### src/rtl/probe_pkg.sv
`timescale 1ns/1ps
package probe_pkg;
  localparam logic [2:0] LS_INV      = 3'd0;
  localparam logic [2:0] LS_CLEAN    = 3'd1;
  localparam logic [2:0] LS_CLEAN_SH = 3'd2;
  localparam logic [2:0] LS_DIRTY    = 3'd3;
  localparam logic [2:0] LS_DIRTY_SH = 3'd4;

  localparam logic [2:0] CODE_INVAL = 3'b101;
  localparam logic [2:0] CODE_SHARE = 3'b110;
  localparam logic [2:0] CODE_RSVD  = 3'b111;

  typedef enum logic [1:0] {S_IDLE, S_TAG, S_DATA, S_RSP} fsm_e;

  function automatic logic [2:0] next_line_state(logic [2:0] code, logic [2:0] cur);
    logic [2:0] nxt;
    nxt = cur;
    if (code == CODE_INVAL) nxt = LS_INV;
    else if (code == CODE_SHARE) begin
      if (cur == LS_CLEAN)      nxt = LS_CLEAN_SH;
      else if (cur == LS_DIRTY) nxt = LS_DIRTY_SH;
    end
    return nxt;
  endfunction

  function automatic logic is_dirty(logic [2:0] st);
    return (st == LS_DIRTY) || (st == LS_DIRTY_SH);
  endfunction
endpackage

### src/rtl/probe_fifo.sv
`timescale 1ns/1ps
module probe_fifo #(
  parameter int DEPTH = 8,
  parameter int W     = 19,
  localparam int IW   = $clog2(DEPTH),
  localparam int CW   = $clog2(DEPTH + 1)
) (
  input  logic          clk_i,
  input  logic          rst_ni,
  input  logic          push_i,
  input  logic [W-1:0]  data_i,
  input  logic          pop_i,
  output logic [W-1:0]  data_o,
  output logic [IW-1:0] head_idx_o,
  output logic          empty_o,
  output logic [CW-1:0] count_o
);
  logic [W-1:0]  mem_q [DEPTH];
  logic [IW-1:0] wr_q, rd_q;
  logic [CW-1:0] cnt_q;

  always_ff @(posedge clk_i or negedge rst_ni) begin
    if (!rst_ni) begin
      wr_q  <= '0;
      rd_q  <= '0;
      cnt_q <= '0;
    end else begin
      if (push_i) wr_q <= wr_q + 1'b1;
      if (pop_i)  rd_q <= rd_q + 1'b1;
      if (push_i && !pop_i)      cnt_q <= cnt_q + 1'b1;
      else if (pop_i && !push_i) cnt_q <= cnt_q - 1'b1;
    end
  end

  always_ff @(posedge clk_i) begin
    if (push_i) mem_q[wr_q] <= data_i;
  end

  assign data_o     = mem_q[rd_q];
  assign head_idx_o = rd_q;
  assign empty_o    = (cnt_q == '0);
  assign count_o    = cnt_q;

  AST_NO_OVERFLOW: assert property (@(posedge clk_i) disable iff (!rst_ni)
    push_i |-> (int'(cnt_q) < DEPTH || pop_i));
  AST_NO_UNDERFLOW: assert property (@(posedge clk_i) disable iff (!rst_ni)
    pop_i |-> cnt_q != '0);
endmodule

### src/rtl/probe_credit.sv
`timescale 1ns/1ps
module probe_credit #(
  parameter int DEPTH = 8,
  localparam int CW   = $clog2(DEPTH + 1)
) (
  input  logic          clk_i,
  input  logic          rst_ni,
  input  logic          take_i,
  input  logic          give_i,
  output logic [CW-1:0] credit_o
);
  logic [CW-1:0] cr_q;

  always_ff @(posedge clk_i or negedge rst_ni) begin
    if (!rst_ni)               cr_q <= CW'(DEPTH);
    else if (take_i && !give_i) cr_q <= cr_q - 1'b1;
    else if (give_i && !take_i) cr_q <= cr_q + 1'b1;
  end

  assign credit_o = cr_q;

  AST_CREDIT_RANGE: assert property (@(posedge clk_i) disable iff (!rst_ni)
    int'(cr_q) <= DEPTH);
  AST_NO_CREDIT_UNDERRUN: assert property (@(posedge clk_i) disable iff (!rst_ni)
    (cr_q == '0) |-> !take_i);
endmodule

### src/rtl/hit_history.sv
`timescale 1ns/1ps
module hit_history #(
  parameter int HW     = 2,
  parameter int THRESH = 2
) (
  input  logic clk_i,
  input  logic rst_ni,
  input  logic upd_i,
  input  logic hit_i,
  output logic fetch_o
);
  localparam logic [HW-1:0] MAXV = '1;
  logic [HW-1:0] cnt_q;

  always_ff @(posedge clk_i or negedge rst_ni) begin
    if (!rst_ni) cnt_q <= '0;
    else if (upd_i) begin
      if (hit_i && cnt_q != MAXV)     cnt_q <= cnt_q + 1'b1;
      else if (!hit_i && cnt_q != '0) cnt_q <= cnt_q - 1'b1;
    end
  end

  assign fetch_o = (int'(cnt_q) >= THRESH);

  AST_HIST_SAT_HI: assert property (@(posedge clk_i) disable iff (!rst_ni)
    (cnt_q == MAXV && upd_i && hit_i) |=> cnt_q == MAXV);
  AST_HIST_SAT_LO: assert property (@(posedge clk_i) disable iff (!rst_ni)
    (cnt_q == '0 && upd_i && !hit_i) |=> cnt_q == '0);
endmodule

### src/rtl/probe_queue_ctrl.sv
`timescale 1ns/1ps
module probe_queue_ctrl
  import probe_pkg::*;
#(
  parameter int AW    = 16,
  parameter int DEPTH = 8,
  localparam int IW   = $clog2(DEPTH),
  localparam int CW   = $clog2(DEPTH + 1),
  localparam int EW   = AW + 3
) (
  input  logic          clk_i,
  input  logic          rst_ni,
  input  logic          tag_only_i,
  input  logic          prb_valid_i,
  output logic          prb_ready_o,
  input  logic [AW-1:0] prb_addr_i,
  input  logic [2:0]    prb_code_i,
  output logic [CW-1:0] credit_o,
  output logic          lk_req_o,
  output logic [AW-1:0] lk_addr_o,
  output logic          lk_data_o,
  input  logic          lk_ack_i,
  input  logic          lk_hit_i,
  input  logic [2:0]    lk_state_i,
  output logic          rsp_valid_o,
  input  logic          rsp_ready_i,
  output logic          rsp_hit_o,
  output logic          rsp_dirty_o,
  output logic [IW-1:0] rsp_idx_o,
  output logic [2:0]    rsp_state_o,
  output logic          err_o
);
  fsm_e state_q, state_d;
  logic accept, release_s, empty, hist_fetch, first_data, hist_upd;
  logic [EW-1:0] head;
  logic [CW-1:0] q_count;
  logic [IW-1:0] head_idx;
  logic [2:0] head_code, st_q;
  logic hit_q, err_q;

  assign accept    = prb_valid_i && prb_ready_o;
  assign release_s = rsp_valid_o && rsp_ready_i;

  probe_fifo #(.DEPTH(DEPTH), .W(EW)) u_fifo (
    .clk_i, .rst_ni,
    .push_i(accept), .data_i({prb_code_i, prb_addr_i}),
    .pop_i(release_s), .data_o(head),
    .head_idx_o(head_idx), .empty_o(empty), .count_o(q_count)
  );

  probe_credit #(.DEPTH(DEPTH)) u_credit (
    .clk_i, .rst_ni, .take_i(accept), .give_i(release_s), .credit_o(credit_o)
  );

  assign hist_upd = tag_only_i && state_q == S_TAG && lk_ack_i;

  hit_history #(.HW(2), .THRESH(2)) u_hist (
    .clk_i, .rst_ni, .upd_i(hist_upd), .hit_i(lk_hit_i), .fetch_o(hist_fetch)
  );

  assign prb_ready_o = (credit_o != '0);
  assign head_code   = head[EW-1:AW];
  assign first_data  = !tag_only_i || hist_fetch;

  always_comb begin
    state_d = state_q;
    unique case (state_q)
      S_IDLE: if (!empty) state_d = S_TAG;
      S_TAG:  if (lk_ack_i)
                state_d = (!first_data && lk_hit_i) ? S_DATA : S_RSP;
      S_DATA: if (lk_ack_i) state_d = S_RSP;
      S_RSP:  if (rsp_ready_i) state_d = S_IDLE;
      default: state_d = S_IDLE;
    endcase
  end

  always_ff @(posedge clk_i or negedge rst_ni) begin
    if (!rst_ni) begin
      state_q <= S_IDLE;
      hit_q   <= 1'b0;
      st_q    <= LS_INV;
      err_q   <= 1'b0;
    end else begin
      state_q <= state_d;
      if ((state_q == S_TAG || state_q == S_DATA) && lk_ack_i) begin
        hit_q <= lk_hit_i;
        st_q  <= lk_state_i;
      end
      if (accept && prb_code_i == CODE_RSVD) err_q <= 1'b1;
    end
  end

  assign lk_req_o    = (state_q == S_TAG) || (state_q == S_DATA);
  assign lk_addr_o   = head[AW-1:0];
  assign lk_data_o   = (state_q == S_DATA) || first_data;
  assign rsp_valid_o = (state_q == S_RSP);
  assign rsp_hit_o   = hit_q;
  assign rsp_dirty_o = hit_q && is_dirty(st_q);
  assign rsp_idx_o   = head_idx;
  assign rsp_state_o = hit_q ? next_line_state(head_code, st_q) : LS_INV;
  assign err_o       = err_q;

  AST_CREDIT_MATCH: assert property (@(posedge clk_i) disable iff (!rst_ni)
    int'(credit_o) + int'(q_count) == DEPTH);
  AST_RSP_HOLD: assert property (@(posedge clk_i) disable iff (!rst_ni)
    (rsp_valid_o && !rsp_ready_i) |=> rsp_valid_o && $stable(rsp_idx_o));
  AST_LK_HOLD: assert property (@(posedge clk_i) disable iff (!rst_ni)
    (lk_req_o && !lk_ack_i) |=> lk_req_o && $stable(lk_data_o) && $stable(lk_addr_o));
  AST_ERR_STICKY: assert property (@(posedge clk_i) disable iff (!rst_ni)
    err_o |=> err_o);
  AST_MISS_CLEAN: assert property (@(posedge clk_i) disable iff (!rst_ni)
    (rsp_valid_o && !rsp_hit_o) |-> (!rsp_dirty_o && rsp_state_o == LS_INV));
endmodule

### config.mk
export PLATFORM = sky130hd
export DESIGN_NAME = probe_queue_ctrl
export DESIGN_NICKNAME = d
export VERILOG_FILES = /design/src/rtl/probe_pkg.sv /design/src/rtl/probe_fifo.sv /design/src/rtl/probe_credit.sv /design/src/rtl/hit_history.sv /design/src/rtl/probe_queue_ctrl.sv
export SDC_FILE = /design/constraint.sdc
export NUM_CORES = 1
export LEC_CHECK = 0
export ABC_AREA = 1
export BUFFER_PORTS_ARGS = -buffer_cell sky130_fd_sc_hd__buf_2
export CAP_MARGIN = 20
export CELL_PAD_IN_SITES_DETAIL_PLACEMENT = 1
export CELL_PAD_IN_SITES_GLOBAL_PLACEMENT = 1
export CORE_MARGIN = 1
export CORE_UTILIZATION = 35
export CTS_BUF_LIST = sky130_fd_sc_hd__clkbuf_8
export DETAILED_ROUTE_END_ITERATION = 10
export HOLD_SLACK_MARGIN = 0.08
export PLACE_DENSITY_LB_ADDON = 0.1
export SLEW_MARGIN = 20
export SYNTH_ARGS = -nofsm -noshare
export SYNTH_HDL_FRONTEND = slang
export SYNTH_SLANG_ARGS = --single-unit
export TNS_END_PERCENT = 30
### constraint.sdc
create_clock -name clk_i -period 2.5 [get_ports clk_i]
set_input_delay 0.125 -clock clk_i [delete_from_list [all_inputs] [get_ports clk_i]]
set_output_delay 0.125 -clock clk_i [all_outputs]
set_load 0.01 [all_outputs]
==> flow_metrics.tcl <==
set metrics [dict create \
    synth_warnings 0 \
    area_growth_pct 19.6 \
    tightestPinTransition_ns 0.570 \
    ys_types 32 \
    holdWs_ns 0.111 \
    synth_seq_cells 175 \
    synth.avg_cell_area_um2 11.6 \
    routabilityCongestion 0.730 \
    die_w_um 147 \
    syn_area_mm2 0.00731 \
    powerDensity_mw_per_mm2 1170 \
    first_iter_violations 223 \
    dieArea_mm2 0.0215 \
    cp_max_fo 18 \
    drive_above_1_share_pct 17.1 \
    nNetsFinal 771 \
    port_buffers 61 \
    grt_overflow_total 0 \
    hp-class "in -> reg" \
    maxCapViolCount 0 \
    clk_pin_slew_ns 0.09 \
    fin_setup_tns_ns 0 \
    crit_slowest_cell "dfrtp_2" \
    fill_cells 2212 \
    critPathMostFrequentCell "nand2_1" \
    critical_path_class "reg -> out" \
    cts_buffers 17 \
    cts_sinks 175 \
    fmax_mhz 436 \
    start_util_pct 35.9 \
    critPathArrivalTime_ns 2.17 \
    hold_viol 0 \
    grt_max_degree 79 \
    cts-root-buf "clkbuf_8" \
    path_cells "inv_4 -> buf_4 -> nand2_1 -> nand3_1 -> nand3_1 -> nand2_1 -> nand3b_1 -> nand2_1 -> nor2_1 -> buf_2" \
    synth_top_family_by_area "simple AND/OR/NAND/NOR gates" \
    synth_xor_xnor_area_share_pct 1.32 \
    leakagePower_nw 3.33 \
    drtPass1Iterations 6 \
    critPathBufInv 3 \
    start_kind "flip-flop" \
    status "completed" \
    synthSimpleGateAreaFrac_pct 12.7 \
    rsz0062_at_grt "false" \
    synthMuxAreaShare_pct 0.154 \
    crit_family "simple AND/OR/NAND/NOR gates" \
    wl_per_cell_um 17.7 \
    clock_latency_ns 0.47 \
    finalWorstSetupSlack_ns 0.204 \
    cp_data_required_time_ns 2.38 \
    clock_path_buffers 2 \
    period_share_pct 91.8 \
    syn-num-nets 673 \
    num_antenna_cells 0 \
    fin_crit_ns 2.30 \
    relSlewSlack_pct 62.0 \
    wl_mm 17.9 \
    setup_viol 0 \
    core_area_mm2 0.0204 \
    slowest_delay_ns 0.46 \
    num_vias 4953 \
    drv_slew 0 \
    finClkSkew_ns 0.0122 \
    syn_inst 632 \
    drtAntennaViolNets 0 \
    grt_pass1_wl_mm 28.1 \
    rows 52 \
    io_pins 62 \
    first_global_vias 5110 \
    place_ws_ns 0.233 \
    drcViolationCount 0 \
    synthAdderAreaFrac_pct 2.05 \
    dp_hpwl_mm 10.4 \
    viasPerCell 4.89 \
    cts.htree.levels 4 \
    tritoncts "built" \
    ir_worst_vdd_v 0.000444 \
    synth_compound_area_share_pct 9.10 \
    antenna_found_initial 0 \
    yosysSeqAreaShare_pct 70.3 \
    die_h_um 147 \
    cp-end-kind "primary output" \
    grt_usage_pct 17.4 \
]
==> per-layer routing <==
metal	share of wire, %	track usage, %
met5	0	0
met2	51	30.7
met1	45	21.6
met3	2.2	3.13
met4	1.3	5.36
==> cells in the final DEF, fill, tap and decap left out, types with 2 or more instances in the layout <==
cell type	synthesis	routed
inv_6	0	2
nand3b_1	2	2
o21ai_0	67	67
xor2_1	5	5
nor2_2	1	9
buf_4	1	13
clkinv_2	0	2
ha_1	12	12
o22ai_1	17	17
dfrtp_1	22	21
or2_2	2	2
xnor2_1	6	6
a21oi_1	11	11
edfxtp_1	152	152
buf_12	0	3
buf_2	14	61
o21ai_1	4	4
a31oi_1	17	17
inv_1	47	48
nand2_1	66	66
inv_8	0	3
nand3_1	24	24
dlygate4sd3_1	0	28
clkinv_4	0	2
nor2_1	137	129
clkinvlp_4	0	2
clkbuf_8	0	17
bufinv_16	0	2
==> synthesized netlist by cell type <==
master | n | area (µm²)
a21oi_1 | 11 | 55.1
a22oi_1 | 1 | 7.51
a31o_2 | 1 | 8.76
a31oi_1 | 17 | 106
a41o_1 | 1 | 10.0
buf_1 | 3 | 11.3
buf_2 | 14 | 70.1
buf_4 | 1 | 7.51
buf_6 | 1 | 11.3
clkbuf_1 | 10 | 37.5
dfrtp_1 | 22 | 551
dfstp_2 | 1 | 26.3
edfxtp_1 | 152 | 4560
ha_1 | 12 | 150
inv_1 | 47 | 176
inv_2 | 2 | 7.51
mux2_2 | 1 | 11.3
nand2_1 | 66 | 248
nand3_1 | 24 | 120
nand3b_1 | 2 | 15.0
nor2_1 | 137 | 514
nor2_2 | 1 | 6.26
nor3_1 | 1 | 5.00
nor3b_1 | 1 | 7.51
o211ai_1 | 1 | 7.51
o21ai_0 | 67 | 335
o21ai_1 | 4 | 20.0
o221ai_1 | 1 | 8.76
o22ai_1 | 17 | 106
or2_2 | 2 | 12.5
xnor2_1 | 6 | 52.6
xor2_1 | 5 | 43.8
==> logic make-up after synthesis <==
logic type	Yosys count
fa+ha+maj	12
compound gates	121
xor+xnor	11
simple gates	234
flops	175
mux	1
buf+inv	78
==> power by group <==
part | switching (mW) | internal (mW)
clock network | 1.07 | 0.905
logic | 2.72 | 1.52
registers | 0.268 | 3.75
==> worst register-to-register path, cell delays in order, from the launching register on <==
cell	delay (ns)
dfstp_2	0.54
inv_1	0.05
nand3_1	0.09
nand2_1	0.09
inv_1	0.19
ha_1	0.22
buf_4	0.16
nand2_1	0.06
inv_1	0.08
nor2_1	0.06
ha_1	0.17
a21oi_1	0.19
xnor2_1	0.16
o21ai_0	0.10
==> cell type report <==
| type | count | area, µm² | area share [%] |
|---|---|---|---|
| sequential | 175 | 5140 | 58.8 |
| multi-input combinational | 379 | 1870 | 21.4 |
| timing repair buffer | 108 | 811 | 9.27 |
| tap | 270 | 338 | 3.86 |
| clock buffer | 17 | 234 | 2.68 |
| inverter | 49 | 186 | 2.13 |
| clock inverter | 15 | 161 | 1.85 |
==> metrics by stage <==
| stage | instances | util (%) | total power [mW] | area [µm²] |
|---|---|---|---|---|
| final | 1013 | 42.9 | 10.2 | 8740 |
| after floorplan | 632 | - | 6.70 | 7310 |
| after detailed placement | 951 | 39.4 | 8.27 | 8020 |
| after global placement | 951 | 39.4 | 8.09 | 8020 |
| after CTS | 1011 | 42.7 | 10.3 | 8700 |
| after global routing | 1013 | 42.9 | 11.0 | 8740 |
==> repair_timing <==
item                                    CTS  global route
hold buffers                             28             0
gates resized for setup                   1             4
buffers inserted                          0             1
gates cloned                              0             1
endpoints found under the setup margin    1             4
endpoints found under the hold margin   184             0
==> worst paths after layout <==
kind,start,end,slack [ns],cells past startpoint
max,u_fifo.head_idx_o[0],rsp_state_o[2],0.20,10
min reg2reg,err_o,err_o,0.47,1
min in group asynchronous,rst_ni,rsp_hit_o,0.19,2
max reg2reg,u_credit.credit_o[3],u_credit.credit_o[2],0.21,13
max in group asynchronous,rst_ni,u_fifo.head_idx_o[0],1.90,2
min,lk_ack_i,st_q[1],0.11,3
==> flip-flops by register name, indices dropped and copies added, names as in the netlist <==
| signal | count |
|---|---|
| u_credit.credit_o | 4 |
| st_q | 3 |
| err_o | 1 |
| u_fifo.mem_q | 152 |
| state_q | 2 |
| rsp_hit_o | 1 |
| u_fifo.count_o | 4 |
| u_hist.cnt_q | 2 |
| u_fifo.head_idx_o | 3 |
| u_fifo.wr_q | 3 |
No activity file was read; power rests on OpenSTA's default activity.
